**src/rtl/dcacs_pkg.sv**
```systemverilog
package dcacs_pkg;
  localparam int unsigned LO_W_DEF = 4;
  localparam int unsigned HI_W_DEF = 4;
  typedef enum logic {PICK_I = 1'b0, PICK_J = 1'b1} pick_e;
endpackage

```
**src/rtl/dcacs_split_add.sv**
```systemverilog
module dcacs_split_add #(
  parameter int unsigned LO_W = dcacs_pkg::LO_W_DEF,
  parameter int unsigned HI_W = dcacs_pkg::HI_W_DEF,
  localparam int unsigned PM_W = LO_W + HI_W + 1
) (
  input  logic [PM_W-1:0] pm_in,
  input  logic [LO_W-1:0] bm,
  output logic [PM_W-1:0] cand,
  output logic [LO_W:0]   lo_ext,
  output logic [HI_W-1:0] hi_sum
);
  // low section: nibble plus branch metric, carry kept as extra bit
  function automatic logic [LO_W:0] lo_add(input logic [LO_W-1:0] a, input logic [LO_W-1:0] b);
    return {1'b0, a} + {1'b0, b};
  endfunction

  // high section: fold in the carry saved by the previous stage
  function automatic logic [HI_W-1:0] hi_fold(input logic [HI_W-1:0] h, input logic c);
    return h + {{(HI_W-1){1'b0}}, c};
  endfunction

  always_comb begin
    lo_ext = lo_add(pm_in[LO_W-1:0], bm);
    hi_sum = hi_fold(pm_in[LO_W+HI_W-1:LO_W], pm_in[PM_W-1]);
    cand   = {lo_ext[LO_W], hi_sum, lo_ext[LO_W-1:0]};
  end
endmodule

```
**src/rtl/dcacs_relaxed_cmp.sv**
```systemverilog
module dcacs_relaxed_cmp #(
  parameter int unsigned LO_W = dcacs_pkg::LO_W_DEF,
  parameter int unsigned HI_W = dcacs_pkg::HI_W_DEF
) (
  input  logic [HI_W-1:0] hi_i,
  input  logic [HI_W-1:0] hi_j,
  input  logic [LO_W:0]   lo_i,
  input  logic [LO_W:0]   lo_j,
  output logic            hi_eq,
  output logic            hi_pick_j,
  output logic            lo_pick_j,
  output logic            pick_j
);
  // j wins the high compare when i - j is nonzero with a clear sign bit
  function automatic logic hi_j_smaller(input logic [HI_W-1:0] a, input logic [HI_W-1:0] b);
    logic [HI_W-1:0] d;
    d = a - b;
    return (d != '0) && !d[HI_W-1];
  endfunction

  always_comb begin
    hi_eq     = (hi_i == hi_j);
    hi_pick_j = hi_j_smaller(hi_i, hi_j);
    lo_pick_j = (lo_j < lo_i);
    pick_j    = hi_eq ? lo_pick_j : hi_pick_j;
  end
endmodule

```
**src/rtl/dcacs_unit.sv**
```systemverilog
module dcacs_unit #(
  parameter int unsigned LO_W = dcacs_pkg::LO_W_DEF,
  parameter int unsigned HI_W = dcacs_pkg::HI_W_DEF,
  localparam int unsigned PM_W = LO_W + HI_W + 1
) (
  input  logic            clk,
  input  logic            rst,
  input  logic            in_valid,
  input  logic [PM_W-1:0] pm_i,
  input  logic [PM_W-1:0] pm_j,
  input  logic [LO_W-1:0] bm_i,
  input  logic [LO_W-1:0] bm_j,
  output logic [PM_W-1:0] pm_out,
  output logic            pick_j
);
  localparam int unsigned NBR = 2;

  logic [PM_W-1:0] pm_v   [NBR];
  logic [LO_W-1:0] bm_v   [NBR];
  logic [PM_W-1:0] cand_v [NBR];
  logic [LO_W:0]   lo_v   [NBR];
  logic [HI_W-1:0] hi_v   [NBR];

  assign pm_v[0] = pm_i;
  assign pm_v[1] = pm_j;
  assign bm_v[0] = bm_i;
  assign bm_v[1] = bm_j;

  for (genvar g = 0; g < NBR; g++) begin : g_branch
    dcacs_split_add #(.LO_W(LO_W), .HI_W(HI_W)) u_add (
      .pm_in (pm_v[g]),
      .bm    (bm_v[g]),
      .cand  (cand_v[g]),
      .lo_ext(lo_v[g]),
      .hi_sum(hi_v[g])
    );
  end

  // named internal events for the checker
  logic [PM_W-1:0] cand_i_w, cand_j_w;
  logic [LO_W:0]   lo_i_w, lo_j_w;
  logic            hi_eq_w, hi_pick_j_w, lo_pick_j_w, pick_j_w;

  assign cand_i_w = cand_v[0];
  assign cand_j_w = cand_v[1];
  assign lo_i_w   = lo_v[0];
  assign lo_j_w   = lo_v[1];

  dcacs_relaxed_cmp #(.LO_W(LO_W), .HI_W(HI_W)) u_cmp (
    .hi_i     (hi_v[0]),
    .hi_j     (hi_v[1]),
    .lo_i     (lo_v[0]),
    .lo_j     (lo_v[1]),
    .hi_eq    (hi_eq_w),
    .hi_pick_j(hi_pick_j_w),
    .lo_pick_j(lo_pick_j_w),
    .pick_j   (pick_j_w)
  );

  logic [PM_W-1:0] pm_next;
  assign pm_next = pick_j_w ? cand_j_w : cand_i_w;

  always_ff @(posedge clk) begin
    if (rst) begin
      pm_out <= '0;
      pick_j <= dcacs_pkg::PICK_I;
    end else if (in_valid) begin
      pm_out <= pm_next;
      pick_j <= pick_j_w;
    end
  end
endmodule

```
**config.mk**
```make
export PLATFORM = sky130hd
export DESIGN_NAME = dcacs_unit
export DESIGN_NICKNAME = d
export VERILOG_FILES = /design/src/rtl/dcacs_pkg.sv /design/src/rtl/dcacs_split_add.sv /design/src/rtl/dcacs_relaxed_cmp.sv /design/src/rtl/dcacs_unit.sv
export SDC_FILE = /design/constraint.sdc
export NUM_CORES = 1
export LEC_CHECK = 0
export BUFFER_PORTS_ARGS = -buffer_cell sky130_fd_sc_hd__buf_2
export CAP_MARGIN = 10
export CORE_MARGIN = 5
export CORE_UTILIZATION = 25
export DETAILED_ROUTE_END_ITERATION = 10
export PLACE_DENSITY = 0.52
export SYNTH_ARGS = -nofsm -noshare
export SYNTH_HDL_FRONTEND = slang
export SYNTH_SLANG_ARGS = --single-unit
```
**constraint.sdc**
```tcl
create_clock -name clk -period 7.32 [get_ports clk]
set_input_delay 0.732 -clock clk [delete_from_list [all_inputs] [get_ports clk]]
set_output_delay 0.732 -clock clk [all_outputs]
set_load 0.05 [all_outputs]
```
==> flow_summary.html, run 1 <==
<table>
<tr><th>Metric</th><th>Value</th></tr>
<tr><th colspan="2">Timing</th></tr>
<tr><td>Final min period</td><td>between 3000 and 4000 ps</td></tr>
<tr><td>Period Utilization, post-route</td><td>0.426</td></tr>
<tr><td>Number of slew-limit violations in the final report</td><td>0</td></tr>
<tr><td>Slew Limit Headroom</td><td>0.704</td></tr>
<tr><td>Pin slew with the least headroom to its limit</td><td>between 400 and 500 ps</td></tr>
<tr><td>Setup Skew</td><td>0 ps</td></tr>
<tr><td>Number of endpoints with negative hold slack in the final report</td><td>0</td></tr>
<tr><td>Final total negative setup slack</td><td>0 ps</td></tr>
<tr><td>Peak Freq</td><td>between 0.3 and 0.4 GHz</td></tr>
<tr><td>Total setup violations reported at the end of the flow</td><td>0</td></tr>
<tr><td>Setup repair after global routing missed its margin</td><td>no</td></tr>
<tr><th colspan="2">Power</th></tr>
<tr><td>Total power after layout</td><td>between 0.2 and 0.3 mW</td></tr>
<tr><td>Leakage Power</td><td>around 0.66 nW</td></tr>
<tr><td>VDD IR-drop max</td><td>about 0.000069 V</td></tr>
<tr><td>Power density normalized to cell area</td><td>roughly 210 nW/um^2</td></tr>
<tr><th colspan="2">Logic synthesis</th></tr>
<tr><td>Sequential share of the synthesized area</td><td>0.180</td></tr>
<tr><td>Top area cells in the synthesized netlist</td><td>sky130_fd_sc_hd__ha_1 21%, sky130_fd_sc_hd__dfxtp_1 18%, sky130_fd_sc_hd__fa_1 5.4%</td></tr>
<tr><td>Synth Area in Compound Gates</td><td>0.204</td></tr>
<tr><td>Synthesized-area fraction occupied by and/or/nand/nor cells</td><td>0.170</td></tr>
<tr><td>Count of flip-flops with a built-in enable after synthesis</td><td>0</td></tr>
<tr><td>Unique masters post-synth</td><td>34</td></tr>
<tr><td>Syn_area_per_cell</td><td>roughly 9.6 um^2</td></tr>
<tr><td>Mux cell area share after synthesis</td><td>0.0372</td></tr>
<tr><td>Post-Synthesis Cells</td><td>~120</td></tr>
<tr><td>Most area-hungry cell type in the Yosys netlist</td><td>sky130_fd_sc_hd__ha_1</td></tr>
<tr><td>Most used flip-flop cell after synthesis</td><td>sky130_fd_sc_hd__dfxtp_1</td></tr>
<tr><td>Post-synth top area share</td><td>0.214</td></tr>
<tr><td>Synthesis Warnings</td><td>0</td></tr>
<tr><td>Cell Area, Synth</td><td>between 1000 and 1500 um^2</td></tr>
<tr><td>Synthesized-area fraction occupied by adder cells</td><td>0.268</td></tr>
<tr><td>Total nets after synthesis</td><td>~170</td></tr>
<tr><td>XOR/XNOR Fraction of Synth Area</td><td>0.107</td></tr>
<tr><td>Register bit count reported by yosys</td><td>10</td></tr>
<tr><td>Leading cell type by number of instances after synthesis</td><td>sky130_fd_sc_hd__ha_1</td></tr>
<tr><td>Fraction of registers with async set or reset after synthesis</td><td>0</td></tr>
<tr><td>Leading post-synthesis cells by instance count</td><td>19 x sky130_fd_sc_hd__ha_1, 12 x sky130_fd_sc_hd__nor2_1, 10 x sky130_fd_sc_hd__dfxtp_1</td></tr>
<tr><td>Combinational family with the most area after synthesis</td><td>adder cells</td></tr>
<tr><th colspan="2">Clock network</th></tr>
<tr><td>Deepest level of the CTS H-tree</td><td>1</td></tr>
<tr><td>Hold-fix buffer count after cts</td><td>0</td></tr>
<tr><td>Number of buffers added for setup after CTS</td><td>0</td></tr>
<tr><td>Total clock sinks</td><td>10</td></tr>
<tr><td>Root buffer cell</td><td>sky130_fd_sc_hd__clkbuf_8</td></tr>
<tr><td>Number of clock buffers inserted by TritonCTS</td><td>3</td></tr>
<tr><td>CTS tree</td><td>yes</td></tr>
<tr><td>Bufs on Longest Clock Path</td><td>2</td></tr>
<tr><td>Clock network latency to the later pin of the worst-skew pair</td><td>about 230 ps</td></tr>
<tr><td>Post_cts resized</td><td>0</td></tr>
<tr><td>Clock transition at path regs</td><td>~50 ps</td></tr>
<tr><th colspan="2">Setup path</th></tr>
<tr><td>Endpoint class of the critical path</td><td>flop</td></tr>
<tr><td>Required @ worst endpoint</td><td>about 7400 ps</td></tr>
<tr><td>Worst EP arrival</td><td>3230 ps</td></tr>
<tr><td>Critical path launch point type</td><td>input port</td></tr>
<tr><td>Largest fanout on the critical path</td><td>8</td></tr>
<tr><td>Kind of critical path</td><td>input port to flop</td></tr>
<tr><th colspan="2">Placed design</th></tr>
<tr><td>DP Wirelength</td><td>about 2.4 mm</td></tr>
<tr><td>Number of buffer cells added on primary ports</td><td>38</td></tr>
<tr><td>Final weighted congestion in routability-driven placement</td><td>0.852</td></tr>
<tr><th colspan="2">Die</th></tr>
<tr><td>Core Box Area</td><td>around 4300 um^2</td></tr>
<tr><td>Height of the die</td><td>76.7 um</td></tr>
<tr><td>Horizontal extent of the die</td><td>76.7 um</td></tr>
<tr><td>Number of standard-cell rows in the floorplan</td><td>24</td></tr>
<tr><td>Die area</td><td>~5900 um^2</td></tr>
<tr><td>Initial cell density of the core</td><td>0.257</td></tr>
<tr><td>Io pins</td><td>39</td></tr>
<tr><th colspan="2">Drt</th></tr>
<tr><td>Number of vias in the routed layout</td><td>around 1,000</td></tr>
<tr><td>Post-detailed-route DRC marker count</td><td>0</td></tr>
<tr><td>Vias per cell</td><td>just under 5</td></tr>
<tr><td>Antenna-violating nets left</td><td>0</td></tr>
<tr><td>DRC marker count from the first detailed-route iteration</td><td>47</td></tr>
<tr><td>Post-detailed-routing wire length</td><td>approximately 2.8 mm</td></tr>
<tr><td>WL/cell</td><td>roughly 13 um</td></tr>
<tr><td>First-pass detailed-route iteration total</td><td>4</td></tr>
<tr><th colspan="2">Min path</th></tr>
<tr><td>Classification of the worst-slack hold path</td><td>flop to flop</td></tr>
<tr><th colspan="2">GRT</th></tr>
<tr><td>Initial antenna violation count</td><td>0</td></tr>
<tr><td>Combined global-route utilization of all metal layers</td><td>0.0968</td></tr>
<tr><td>Global-route congestion overflow total</td><td>0</td></tr>
<tr><td>Maximum number of pins on one net before global-route repair</td><td>15</td></tr>
<tr><td>First-pass GRT wire length</td><td>~4.7 mm</td></tr>
<tr><td>Via count of the first global-routing pass</td><td>roughly 1,000</td></tr>
<tr><th colspan="2">Flow run</th></tr>
<tr><td>Max-capacitance violation count</td><td>0</td></tr>
<tr><th colspan="2">Cells and area</th></tr>
<tr><td>Fraction of layout instances using a drive strength above 1</td><td>0.329</td></tr>
<tr><td>Final nets</td><td>about 210</td></tr>
<tr><td>Antenna diode count</td><td>0</td></tr>
<tr><td>Filler instances</td><td>between 400 and 500</td></tr>
<tr><td>Layout overhead on the synthesized area</td><td>26.2%</td></tr>
<tr><th colspan="2">Outcome</th></tr>
<tr><td>Run status</td><td>completed</td></tr>
</table>
## cell type report
type	instances	area (um^2)	share of cell area
Multi-Input combinational cell	98	873	0.623
Sequential cell	10	200	0.143
Clock buffer	4	55.1	0.0393
Tap cell	52	65.1	0.0464
Inverter	5	18.8	0.0134
Timing Repair Buffer	38	190	0.136
## worst max-delay path, cell delays in order
cell and delay [ps]:
sky130_fd_sc_hd__buf_2 100, sky130_fd_sc_hd__ha_1 210, sky130_fd_sc_hd__fa_1 400, sky130_fd_sc_hd__xnor2_1 260, sky130_fd_sc_hd__ha_1 280, sky130_fd_sc_hd__o21a_1 180
sky130_fd_sc_hd__nor2_1 100, sky130_fd_sc_hd__nor3b_2 80, sky130_fd_sc_hd__or4_4 580, sky130_fd_sc_hd__a32oi_1 200, sky130_fd_sc_hd__o31ai_1 90
## cell families after synthesis
group,Yosys count
AND/OR/NAND/NOR,31
multiplexers,4
flip-flops,10
XOR/XNOR,11
buffers and inverters,8
adder cells (fa/ha/maj),22
AO/OA/AOI/OAI,30
## stage by stage
| step | setup slack (ps) | util | instances | instance area [um^2] | hold slack, ps |
|---|---|---|---|---|---|
| floorplan | 4150 | - | 116 | 1110 | 673 |
| global placement | 3990 | 0.312 | 203 | 1350 | 463 |
| detailed placement | 3940 | 0.312 | 203 | 1350 | 463 |
| CTS | 4200 | 0.324 | 207 | 1400 | 477 |
| global route | 3980 | 0.324 | 207 | 1400 | 506 |
| finish | 4200 | 0.324 | 207 | 1400 | 470 |
## report_power, final
group / total [mW] / internal (mW) / leakage (nW) / switching, mW
Sequential: 0.0674 / 0.0634 / 0.0828 / 0.00405
Clock: 0.0679 / 0.0472 / 0.0288 / 0.0207
Combinational: 0.162 / 0.0605 / 0.552 / 0.101
Total: 0.297 / 0.171 / 0.664 / 0.126
## worst paths after layout
| kind | startpoint | to | slack, ps | cells past startpoint |
|---|---|---|---|---|
| min | pm_out[2] | pm_out[2] | 470 | 2 |
| max reg2reg | pm_out[0] | pm_out[0] | 6630 | 2 |
| max | pm_i[0] | pm_out[8] | 4200 | 11 |
| min reg2reg | pm_out[2] | pm_out[2] | 470 | 2 |
## sequential cells by signal, indices dropped and copies added, names as in the netlist
name / count
pm_out: 9
pick_j: 1
## placed cells by master, fill, tap and decap left out, types with 2 or more instances in the layout
master / count
sky130_fd_sc_hd__dfxtp_1: 10
sky130_fd_sc_hd__o21a_1: 2
sky130_fd_sc_hd__fa_1: 3
sky130_fd_sc_hd__a21oi_1: 4
sky130_fd_sc_hd__o21ai_0: 5
sky130_fd_sc_hd__ha_1: 19
sky130_fd_sc_hd__xor2_2: 3
sky130_fd_sc_hd__o21ai_1: 2
sky130_fd_sc_hd__nand2b_1: 2
sky130_fd_sc_hd__a311oi_1: 4
sky130_fd_sc_hd__buf_2: 38
sky130_fd_sc_hd__nor2_1: 12
sky130_fd_sc_hd__nand3_1: 7
sky130_fd_sc_hd__mux2i_1: 3
sky130_fd_sc_hd__a21o_1: 4
sky130_fd_sc_hd__o31ai_1: 2
sky130_fd_sc_hd__clkbuf_8: 4
sky130_fd_sc_hd__inv_1: 5
sky130_fd_sc_hd__xor2_1: 3
sky130_fd_sc_hd__a32oi_1: 3
sky130_fd_sc_hd__xnor2_1: 5
sky130_fd_sc_hd__nand3b_1: 3
## layer usage
metal / track usage / vias up / part of all wire / wire length [um]
met5: 0 / - / 0 / 0
met4: 0.0262 / 0 / 0.0062 / 17
met3: 0.0422 / 2 / 0.064 / 176
met2: 0.151 / 35 / 0.46 / 1270
met1: 0.121 / 453 / 0.47 / 1290
li1: - / 508 / - / -
(Power assumes the default switching activity.)
==> run 2: changes to the inputs <==
--- a/config.mk
+++ b/config.mk
@@ -10,7 +10,7 @@
 export CORE_MARGIN = 5
 export CORE_UTILIZATION = 25
 export DETAILED_ROUTE_END_ITERATION = 10
-export PLACE_DENSITY = 0.52
+export PLACE_DENSITY = 0.53
 export SYNTH_ARGS = -nofsm -noshare
 export SYNTH_HDL_FRONTEND = slang
 export SYNTH_SLANG_ARGS = --single-unit
==> constraint.sdc (replaced) <==
create_clock -name clk -period 2.8 [get_ports clk]
set_input_delay 0.28 -clock clk [delete_from_list [all_inputs] [get_ports clk]]
set_output_delay 0.28 -clock clk [all_outputs]
set_load 0.05 [all_outputs]
==> run 2 against run 1 <==
Net effect: core utilization grew 1.5 points; sequential share of layout area decreased by 0.62 points; non-clock buffer count grew 7; register-to-register slack worse by 4500 ps; combinational power grew to 2.8 times the previous value; critical path depth down 1; total power increased to 2.7 times the previous value; cell count is 3.4% higher; worst setup slack got worse by 4000 ps; wire length fell by 3.7%.
==> flow_summary.html, run 2 (synthesized netlist as in run 1, its figures left out) <==
<table>
<tr><th>Metric</th><th>Value</th></tr>
<tr><th colspan="2">Die</th></tr>
<tr><td>Die area</td><td>a little under 6000 um^2</td></tr>
<tr><td>Io pins</td><td>39</td></tr>
<tr><td>Horizontal extent of the die</td><td>around 77 um</td></tr>
<tr><td>Core Box Area</td><td>around 4300 um^2</td></tr>
<tr><td>Height of the die</td><td>approximately 77 um</td></tr>
<tr><td>Initial cell density of the core</td><td>0.257</td></tr>
<tr><td>Number of standard-cell rows in the floorplan</td><td>24</td></tr>
<tr><th colspan="2">Placed design</th></tr>
<tr><td>Placement Setup Slack</td><td>-125 ps</td></tr>
<tr><td>Number of buffer cells added on primary ports</td><td>38</td></tr>
<tr><td>Placed instance count</td><td>between 200 and 250</td></tr>
<tr><td>DP Wirelength</td><td>between 2 and 2.5 mm</td></tr>
<tr><td>Final weighted congestion in routability-driven placement</td><td>just over 0.7</td></tr>
<tr><th colspan="2">Power</th></tr>
<tr><td>Total power after layout</td><td>0.803 mW</td></tr>
<tr><td>VDD IR-drop max</td><td>0.000232 V</td></tr>
<tr><td>Leakage Power</td><td>approximately 0.70 nW</td></tr>
<tr><td>Power density normalized to cell area</td><td>~550 nW/um^2</td></tr>
<tr><th colspan="2">Clock network</th></tr>
<tr><td>Number of buffers added for setup after CTS</td><td>0</td></tr>
<tr><td>CTS tree</td><td>yes</td></tr>
<tr><td>Root buffer cell</td><td>sky130_fd_sc_hd__clkbuf_8</td></tr>
<tr><td>Number of clock buffers inserted by TritonCTS</td><td>3</td></tr>
<tr><td>Clock transition at path regs</td><td>~50 ps</td></tr>
<tr><td>Bufs on Longest Clock Path</td><td>2</td></tr>
<tr><td>Clock network latency to the later pin of the worst-skew pair</td><td>between 200 and 250 ps</td></tr>
<tr><td>Deepest level of the CTS H-tree</td><td>1</td></tr>
<tr><td>Total clock sinks</td><td>10</td></tr>
<tr><th colspan="2">Cells and area</th></tr>
<tr><td>Highest-count cells in the layout ignoring fill and taps</td><td>38 x sky130_fd_sc_hd__buf_2, 19 x sky130_fd_sc_hd__ha_1, 12 x sky130_fd_sc_hd__nor2_1</td></tr>
<tr><td>Number of cells in the finished layout apart from fillers</td><td>about 210</td></tr>
<tr><td>Antenna diode count</td><td>0</td></tr>
<tr><td>Biggest register</td><td>pm_out</td></tr>
<tr><td>Filler instances</td><td>approximately 480</td></tr>
<tr><td>Most frequent standard cell in the layout excluding fill and tap cells</td><td>sky130_fd_sc_hd__buf_2</td></tr>
<tr><td>Layout overhead on the synthesized area</td><td>32.0%</td></tr>
<tr><td>Core occupancy in the finished layout</td><td>0.339</td></tr>
<tr><td>Max FFs per register</td><td>9</td></tr>
<tr><td>Largest registers</td><td>pm_out: 9 flops, pick_j: 1 flops</td></tr>
<tr><td>Final nets</td><td>approximately 210</td></tr>
<tr><td>Fraction of layout instances using a drive strength above 1</td><td>0.370</td></tr>
<tr><th colspan="2">Setup path</th></tr>
<tr><td>Critical path launch point type</td><td>input port</td></tr>
<tr><td>Required @ worst endpoint</td><td>slightly below 3000 ps</td></tr>
<tr><td>Worst reg2reg setup slack</td><td>2110 ps</td></tr>
<tr><td>Largest fanout on the critical path</td><td>8</td></tr>
<tr><td>Endpoint class of the critical path</td><td>flop</td></tr>
<tr><td>Most used cell along the critical path</td><td>sky130_fd_sc_hd__ha_1</td></tr>
<tr><td>Stage delay of the slowest cell on the critical path</td><td>between 500 and 600 ps</td></tr>
<tr><td>Worst EP arrival</td><td>2750 ps</td></tr>
<tr><td>Number of buffers and inverters on the critical path</td><td>1</td></tr>
<tr><td>Cell-by-cell trace of the critical path</td><td>buf_2 &gt; ha_1 &gt; fa_1 &gt; xor2_2 &gt; ha_1 &gt; a2111oi_4 &gt; nor3b_2 &gt; or4_4 &gt; a32oi_1 &gt; o31ai_1</td></tr>
<tr><td>Critical-path cell with the highest stage delay</td><td>sky130_fd_sc_hd__or4_4</td></tr>
<tr><td>Gate family responsible for the most delay along the worst path</td><td>adder cells</td></tr>
<tr><td>Kind of critical path</td><td>input port to flop</td></tr>
<tr><th colspan="2">Min path</th></tr>
<tr><td>Classification of the worst-slack hold path</td><td>input port to flop</td></tr>
<tr><th colspan="2">Timing</th></tr>
<tr><td>Peak Freq</td><td>approximately 0.38 GHz</td></tr>
<tr><td>Final min period</td><td>approximately 2600 ps</td></tr>
<tr><td>Period Utilization, post-route</td><td>0.942</td></tr>
<tr><td>Number of slew-limit violations in the final report</td><td>0</td></tr>
<tr><td>Total setup violations reported at the end of the flow</td><td>0</td></tr>
<tr><td>Pin slew with the least headroom to its limit</td><td>between 300 and 400 ps</td></tr>
<tr><td>Slew Limit Headroom</td><td>0.772</td></tr>
<tr><td>Setup repair after global routing missed its margin</td><td>no</td></tr>
<tr><td>Setup Skew</td><td>0 ps</td></tr>
<tr><td>Number of endpoints with negative hold slack in the final report</td><td>0</td></tr>
<tr><td>Least setup slack across all paths after layout</td><td>about 160 ps</td></tr>
<tr><th colspan="2">GRT</th></tr>
<tr><td>Maximum number of pins on one net before global-route repair</td><td>15</td></tr>
<tr><td>Combined global-route utilization of all metal layers</td><td>0.0985</td></tr>
<tr><td>Global-route congestion overflow total</td><td>0</td></tr>
<tr><td>Initial antenna violation count</td><td>0</td></tr>
<tr><td>First-pass GRT wire length</td><td>slightly below 5 mm</td></tr>
<tr><td>Via count of the first global-routing pass</td><td>approximately 1,100</td></tr>
<tr><th colspan="2">Drt</th></tr>
<tr><td>Post-detailed-route DRC marker count</td><td>0</td></tr>
<tr><td>First-pass detailed-route iteration total</td><td>4</td></tr>
<tr><td>Number of vias in the routed layout</td><td>slightly above 1,000</td></tr>
<tr><td>DRC marker count from the first detailed-route iteration</td><td>24</td></tr>
<tr><td>WL/cell</td><td>~12 um</td></tr>
<tr><td>Vias per cell</td><td>4.72</td></tr>
<tr><td>Antenna-violating nets left</td><td>0</td></tr>
<tr><td>Post-detailed-routing wire length</td><td>2.65 mm</td></tr>
<tr><th colspan="2">Flow run</th></tr>
<tr><td>Max-capacitance violation count</td><td>0</td></tr>
<tr><th colspan="2">Outcome</th></tr>
<tr><td>Run status</td><td>completed</td></tr>
</table>
[run 2: power breakdown]
group / leakage, nW / switching (mW) / total, mW / internal (mW)
Clock: 0.0288 / 0.0549 / 0.178 / 0.123
Combinational: 0.588 / 0.264 / 0.446 / 0.182
Sequential: 0.0828 / 0.0126 / 0.178 / 0.166
[run 2: final timing paths]
| kind | from | endpoint | depth (start not counted) |
|---|---|---|---|
| setup / recovery | pm_j[0] | pm_out[8] | 10 |
| hold / removal | rst | pm_out[7] | 2 |
| setup reg to reg | pm_out[0] | pm_out[0] | 2 |
| hold reg to reg | pm_out[6] | pm_out[6] | 2 |
[run 2: timing repair]
| item | in CTS | in global routing |
|---|---|---|
| resized for setup | 0 | 2 |
| hold buffers | 0 | 0 |
| endpoints found under the setup margin | 0 | 4 |
[run 2: layout make-up]
class	instances	area, um^2	share of cell area
multi-input combinational	98	885	0.603
timing repair buffer	45	243	0.166
sequential	10	200	0.137
tap	52	65.1	0.0444
clock buffer	4	55.1	0.0375
inverter	5	18.8	0.0128
[run 2: metrics by stage]
step / hold slack [ps] / setup TNS, ps / area (um^2)
after detailed placement: 460 / -645 / 1400
after CTS: 325 / 0 / 1460
after global placement: 473 / -568 / 1400
after floorplan: 432 / 0 / 1110
after global routing: 332 / 0 / 1470
final: 331 / 0 / 1470
[run 2: routing by layer]
metal | wire length, um | vias to the layer above | track usage | part of all wire
met1 | 1260 | 458 | 0.127 | 0.48
met3 | 197 | 0 | 0.0433 | 0.074
met4 | 0 | 0 | 0.0157 | 0
met5 | 0 | - | 0 | 0
met2 | 1190 | 33 | 0.154 | 0.45
li1 | - | 520 | - | -
